--- src/rtl/opmode_pkg.sv ---
package opmode_pkg;

    localparam int PRI_W  = 4;
    localparam int DATA_W = PRI_W + 4;

    typedef enum logic [1:0] {
        MODE_SINGLE   = 2'd0,
        MODE_EXPANDED = 2'd1,
        MODE_BOOT     = 2'd2,
        MODE_TEST     = 2'd3
    } opmode_e;

    // Field order is the register bit layout, MSB first.
    typedef struct packed {
        logic             boot_en;
        logic             special;
        logic             mode_a;
        logic             vis;
        logic [PRI_W-1:0] pri;
    } opmode_reg_t;

    localparam logic [PRI_W-1:0] PRI_RST = 4'b0101;

endpackage

--- src/rtl/opmode_state.sv ---
module opmode_state
    import opmode_pkg::*;
#(
    parameter int                ADDR_W     = 6,
    parameter logic [ADDR_W-1:0] REG_OFFSET = 6'h3C
) (
    input  logic              clk,
    input  logic              rst_n,
    input  logic              strap_spec_n,
    input  logic              strap_ext,
    input  logic [ADDR_W-1:0] reg_addr,
    input  logic [DATA_W-1:0] reg_wdata,
    input  logic              reg_wr,
    input  logic              reg_rd,
    output logic [DATA_W-1:0] reg_rdata,
    output opmode_reg_t       st_o
);

    opmode_reg_t st_d, st_q, wv;
    logic        wr_hit, rd_hit;

    assign wv     = opmode_reg_t'(reg_wdata);
    assign wr_hit = reg_wr && (reg_addr == REG_OFFSET);
    assign rd_hit = reg_rd && (reg_addr == REG_OFFSET);

    always_comb begin
        st_d = st_q;
        if (!rst_n) begin
            st_d.special = ~strap_spec_n;
            st_d.mode_a  = strap_ext;
            st_d.boot_en = ~strap_spec_n & ~strap_ext;
            st_d.vis     = 1'b0;
            st_d.pri     = PRI_RST;
        end else if (wr_hit) begin
            st_d.special = st_q.special & wv.special;
            if (st_q.special) begin
                st_d.mode_a  = wv.mode_a;
                st_d.boot_en = wv.boot_en & wv.special;
            end
            st_d.vis = wv.vis;
            st_d.pri = wv.pri;
        end
    end

    always_ff @(posedge clk) begin
        st_q <= st_d;
    end

    assign st_o      = st_q;
    assign reg_rdata = rd_hit ? DATA_W'(st_q) : '0;

    p_spec_clear_only_r2: assert property (@(posedge clk) disable iff (!rst_n)
        !st_q.special |=> !st_q.special);
    p_mode_a_locked_r3: assert property (@(posedge clk) disable iff (!rst_n)
        !st_q.special |=> $stable(st_q.mode_a));
    p_boot_implies_spec_r5: assert property (@(posedge clk) disable iff (!rst_n)
        st_q.boot_en |-> st_q.special);
    p_pri_write_r9: assert property (@(posedge clk) disable iff (!rst_n)
        wr_hit |=> st_q.pri == $past(reg_wdata[PRI_W-1:0]));
    p_rd_idle_zero_r10: assert property (@(posedge clk) disable iff (!rst_n)
        !reg_rd |-> reg_rdata == '0);

endmodule

--- src/rtl/opmode_decode.sv ---
module opmode_decode
    import opmode_pkg::*;
#(
    parameter int                CPU_AW  = 16,
    parameter logic [CPU_AW-1:0] BOOT_LO = 16'hBF40,
    parameter logic [CPU_AW-1:0] BOOT_HI = 16'hBFFF
) (
    input  logic              clk,
    input  logic              rst_n,
    input  opmode_reg_t       st_i,
    input  logic [CPU_AW-1:0] cpu_addr,
    input  logic              cpu_rd,
    input  logic              cpu_int,
    output opmode_e           mode_o,
    output logic              boot_sel,
    output logic              ext_drive,
    output logic              eclk_en
);

    logic in_window;

    assign in_window = (cpu_addr >= BOOT_LO) && (cpu_addr <= BOOT_HI);
    assign mode_o    = opmode_e'({st_i.special, st_i.mode_a});
    assign boot_sel  = st_i.boot_en && in_window;
    // Variant bit set means expanded or test: the external bus exists.
    assign ext_drive = st_i.vis && st_i.mode_a && cpu_rd && cpu_int;
    assign eclk_en   = ~(st_i.vis && !st_i.mode_a);

    p_boot_sel_special_r6: assert property (@(posedge clk) disable iff (!rst_n)
        boot_sel |-> (mode_o == MODE_BOOT || mode_o == MODE_TEST));
    p_ext_drive_read_r7: assert property (@(posedge clk) disable iff (!rst_n)
        ext_drive |-> (cpu_rd && cpu_int && eclk_en));
    p_eclk_low_single_r8: assert property (@(posedge clk) disable iff (!rst_n)
        !eclk_en |-> (mode_o == MODE_SINGLE || mode_o == MODE_BOOT));

endmodule

--- src/rtl/opmode_ctl.sv ---
module opmode_ctl
    import opmode_pkg::*;
#(
    parameter int                ADDR_W     = 6,
    parameter logic [ADDR_W-1:0] REG_OFFSET = 6'h3C,
    parameter int                CPU_AW     = 16,
    parameter logic [CPU_AW-1:0] BOOT_LO    = 16'hBF40,
    parameter logic [CPU_AW-1:0] BOOT_HI    = 16'hBFFF
) (
    input  logic              clk,
    input  logic              rst_n,
    input  logic              strap_spec_n,
    input  logic              strap_ext,
    input  logic [ADDR_W-1:0] reg_addr,
    input  logic [7:0]        reg_wdata,
    input  logic              reg_wr,
    input  logic              reg_rd,
    output logic [7:0]        reg_rdata,
    input  logic [CPU_AW-1:0] cpu_addr,
    input  logic              cpu_rd,
    input  logic              cpu_int,
    output logic [1:0]        op_mode,
    output logic              boot_sel,
    output logic              ext_drive,
    output logic              eclk_en,
    output logic [3:0]        pri_sel
);

    opmode_reg_t st;
    opmode_e     mode;

    opmode_state #(.ADDR_W(ADDR_W), .REG_OFFSET(REG_OFFSET)) u_state (
        .clk          (clk),
        .rst_n        (rst_n),
        .strap_spec_n (strap_spec_n),
        .strap_ext    (strap_ext),
        .reg_addr     (reg_addr),
        .reg_wdata    (reg_wdata),
        .reg_wr       (reg_wr),
        .reg_rd       (reg_rd),
        .reg_rdata    (reg_rdata),
        .st_o         (st)
    );

    opmode_decode #(.CPU_AW(CPU_AW), .BOOT_LO(BOOT_LO), .BOOT_HI(BOOT_HI)) u_decode (
        .clk       (clk),
        .rst_n     (rst_n),
        .st_i      (st),
        .cpu_addr  (cpu_addr),
        .cpu_rd    (cpu_rd),
        .cpu_int   (cpu_int),
        .mode_o    (mode),
        .boot_sel  (boot_sel),
        .ext_drive (ext_drive),
        .eclk_en   (eclk_en)
    );

    assign op_mode = mode;
    assign pri_sel = st.pri;

    p_pri_sel_reset_r9: assert property (@(posedge clk) disable iff (!rst_n)
        $rose(rst_n) |-> pri_sel == 4'b0101);

endmodule

--- config.mk ---
export PLATFORM = sky130hd
export DESIGN_NAME = opmode_ctl
export DESIGN_NICKNAME = d
export VERILOG_FILES = /design/src/rtl/opmode_pkg.sv /design/src/rtl/opmode_state.sv /design/src/rtl/opmode_decode.sv /design/src/rtl/opmode_ctl.sv
export SDC_FILE = /design/constraint.sdc
export NUM_CORES = 1
export LEC_CHECK = 0
export BUFFER_PORTS_ARGS = -buffer_cell sky130_fd_sc_hd__buf_2
export CAP_MARGIN = 40
export CORE_UTILIZATION = 34
export CTS_CLUSTER_SIZE = 24
export DETAILED_ROUTE_END_ITERATION = 10
export GPL_ROUTABILITY_DRIVEN = 0
export GPL_TIMING_DRIVEN = 0
export PLACE_DENSITY_LB_ADDON = 0.25
export SETUP_SLACK_MARGIN = 0.05
export SLEW_MARGIN = 40
export SYNTH_ARGS = -nofsm -noshare
export SYNTH_HDL_FRONTEND = slang
export SYNTH_SLANG_ARGS = --single-unit
export TNS_END_PERCENT = 30
--- constraint.sdc ---
create_clock -name clk -period 1.65 [get_ports clk]
set_input_delay 0 -clock clk [delete_from_list [all_inputs] [get_ports clk]]
set_output_delay 0 -clock clk [all_outputs]
set_load 0.01 [all_outputs]
==> impl_metrics.csv <==
group,metric,value,unit
run_status,outcome,"completed",
critical_path,r2r-start,"u_state.st_o[6]",
routing,first_iter_violations,8,
clock_network,tritoncts,"built",
grt,global_route.usage.total,16.7,%
clock_network,cts-htree-levels,1,
synthesis,postSynthNetCount,97,
layout,postLayoutCoreUtil,56.9,%
critical_path,cp_max_fo,8,
clock_network,cts_num_sinks,8,
critical_path,timing.critical_path.buf_inv,2,
layout,finalNetCount,152,
routing,wl_per_cell,10.1,um
critical_path,critical_path.cell_chain,"buf_2 > nand4_2 > nor4b_2 > and2_1 > buf_2",
grt,grt_max_degree,11,
critical_path,path_delay_family,"simple AND/OR/NAND/NOR gates",
synthesis,post_synth_num_cell_types,22,
clock_network,clk_pin_slew_worst_setup_hold_paths,0.06,ns
layout,final-instance-count-excl-fill,129,
clock_network,numCtsBuffers,3,
layout,max_ffs_per_register,8,
placement,post-dp-hpwl,1030,um
routing,post-route-drc-count,0,
placement,dp_worst_setup_slack,0.310,ns
critical_path,critPathLaunchType,"input pin",
placement,buffer_ports.inserted,47,
critical_path,worst_path_most_repeated_cell,"sky130_fd_sc_hd__buf_2",
synthesis,post_syn_instances,59,
die,die_w,42.1,um
pwr,vdd_ir_drop_max,383,uV
layout,layout_cell_share_with_drive_strength_beyond_1,53.1,%
synthesis,postSynthRegisterBits,8,
clock_network,post_cts.resized_instances,0,
timing,clock-skew-final,0.00339,ns
critical_path,slowest_cell_on_crit_path,"sky130_fd_sc_hd__nor4b_2",
layout,num_antenna_cells,0,
timing,timing.slew.headroom,59.3,%
timing,hold_viol,0,
critical_path,worst_r2r_endpoint,"u_state.st_o[5]",
timing,grt_setup_unrepaired,"false",
grt,number_of_global_route_vias_before_repair,567,
critical_path,critical_path_cell_count,5,
timing,fmax,871,MHz
timing,fin_crit,1.15,ns
routing,dr_total_vias,602,
routing,drt_pass1_iterations,2,
clock_network,cts-root-buf,"sky130_fd_sc_hd__clkbuf_4",
critical_path,critPathKind,"in2out",
timing,tns,0,ns
synthesis,synth-seq-area-share,34.9,%
synthesis,synth_top_area_share,18.3,%
die,core_region_area,0.00151,mm2
run,reported_max_cap_violation_count,0,
synthesis,synth_area_per_cell,9.25,um2
die,boundaryPins,55,
synthesis,synth_area,546,um2
synthesis,synth_area_leaders,"sky130_fd_sc_hd__dfxtp_1 18%, sky130_fd_sc_hd__edfxtp_1 17%, sky130_fd_sc_hd__and2_1 9.2%, sky130_fd_sc_hd__mux2i_1 9.2%, sky130_fd_sc_hd__buf_4 8.3%",
layout,area_growth,57.1,%
grt,global_route_wire_length_before_repair,2220,um
synthesis,synth_top_cells_by_count,"9 x sky130_fd_sc_hd__nand2_1, 8 x sky130_fd_sc_hd__and2_1, 6 x sky130_fd_sc_hd__buf_4",
die,row_count,14,
timing,report.final.slew_viol_count,0,
critical_path,setup.reg_to_reg.worst_slack,0.71,ns
critical_path,crit_required,1.65,ns
critical_path,ff2ff_path_depth,2,
timing,worst_pin_slew,0.609,ns
routing,avgViaCountPerCell,4.67,
critical_path,timing.critical_path.from,"reg_addr[3]",
synthesis,yosysMostFrequentCell,"sky130_fd_sc_hd__nand2_1",
critical_path,arrival,1.15,ns
timing,fin_worst_hold_slack,0.0173,ns
die,starting_density_of_the_core,36.2,%
pwr,power_leakage,0.426,nW
grt,overflow,0,
timing,setup_violations,0,
pwr,power_density,532,mW/mm2
critical_path,critPathCapture,"reg_rdata[2]",
synthesis,async_set_or_reset_register_ratio_after_synthesis,0,%
critical_path,timing.critical_path.slowest_cell_delay,0.57,ns
grt,antenna_found_initial,0,
synthesis,synth_top_cell_by_area,"sky130_fd_sc_hd__dfxtp_1",
clock_network,cts_setup_buffers,0,
critical_path,timing.critical_path.to_type,"primary output",
placement,dp.cells,122,
clock_network,cts.path.max_buffers,2,
timing,final.setup.worst_slack,0.502,ns
die,die_h,42.1,um
synthesis,synth-main-ff-cell,"sky130_fd_sc_hd__dfxtp_1",
synthesis,synth_warnings,0,
die,die_area,0.00177,mm2
routing,route.antenna.remaining_nets,0,
synthesis,number_of_synthesized_flops_with_an_enable_pin,3,
worst_hold_path,hold_path_class,"in2reg",
timing,finalCritPeriodShare,69.6,%
clock_network,worstSkewPairLatency,0.25,ns
routing,detail_route.wirelength,1310,um
how the worst min path moves through the flow:
stage                  from               to  slack (ns)  cells past startpoint
2_1_floorplan  cpu_addr[14]         boot_sel        0.05                      1
3_3_place_gp   cpu_addr[14]         boot_sel        0.24                      3
3_5_place_dp   cpu_addr[14]         boot_sel        0.24                      3
4_1_cts        reg_wdata[1]  u_state.st_o[1]        0.01                      3
5_1_grt        reg_wdata[1]  u_state.st_o[1]        0.04                      3
6_report       reg_wdata[0]  u_state.st_o[0]        0.02                      3
kinds of logic after synthesis:
kind of cell,count (synthesis),share of synthesized area [%]
and+or+nand+nor,31,38.8
buffers and inverters,10,11.0
DFF,8,34.9
AOI/OAI and AO/OA,5,6.19
muxes,5,9.17
repair_timing:
item | CTS | global route
hold buffers | 3 | 0
endpoints found under the hold margin | 3 | 0
setup endpoints to repair | 0 | 0
power breakdown:
part	internal [mW]	switching [mW]	total [mW]
Combinational	0.0474	0.0323	0.0797
Clock	0.0928	0.0703	0.163
Sequential	0.210	0.00317	0.213
Total	0.350	0.106	0.456
cell usage in the layout (no fill, tap or decap), types with 2 or more instances in the layout:
| master | n |
|---|---|
| sky130_fd_sc_hd__dlygate4sd3_1 | 3 |
| sky130_fd_sc_hd__clkbuf_1 | 3 |
| sky130_fd_sc_hd__o22ai_1 | 2 |
| sky130_fd_sc_hd__buf_4 | 6 |
| sky130_fd_sc_hd__clkbuf_4 | 3 |
| sky130_fd_sc_hd__and2_1 | 8 |
| sky130_fd_sc_hd__nor2b_1 | 4 |
| sky130_fd_sc_hd__dfxtp_1 | 5 |
| sky130_fd_sc_hd__nand3_1 | 2 |
| sky130_fd_sc_hd__buf_2 | 47 |
| sky130_fd_sc_hd__edfxtp_1 | 3 |
| sky130_fd_sc_hd__mux2i_1 | 5 |
| sky130_fd_sc_hd__inv_1 | 2 |
| sky130_fd_sc_hd__nand2_1 | 9 |
worst min-delay path, delay by kind of cell:
kind          cells  cell delay (ns)
simple gates      1             0.03
mux               1             0.11
buf+inv           1             0.08
metal layers:
metal | up-vias | GRT usage (%) | share of wire (%)
li1 | 309 | - | -
met3 | 0 | 2.59 | 7.3
met4 | 0 | 9.38 | 0
met5 | - | 0 | 0
met1 | 263 | 16.9 | 40
met2 | 30 | 31.9 | 53
cell type report:
| class | instances | area, um2 |
|---|---|---|
| inverters | 2 | 7.51 |
| multi-input cells | 41 | 295 |
| plain buffers | 8 | 52.6 |
| flip-flops and latches | 8 | 190 |
| fillers | 151 | 649 |
| clock buffers | 4 | 26.3 |
| well taps | 16 | 20.0 |
| repair buffers | 50 | 265 |
through the flow:
stage / area, um2 / total power, mW
floorplan: 546 / 0.245
global placement: 801 / 0.290
detailed placement: 801 / 0.292
CTS: 857 / 0.463
global route: 857 / 0.479
finish: 857 / 0.456
Note: power is estimated with default switching activity, not from simulation.
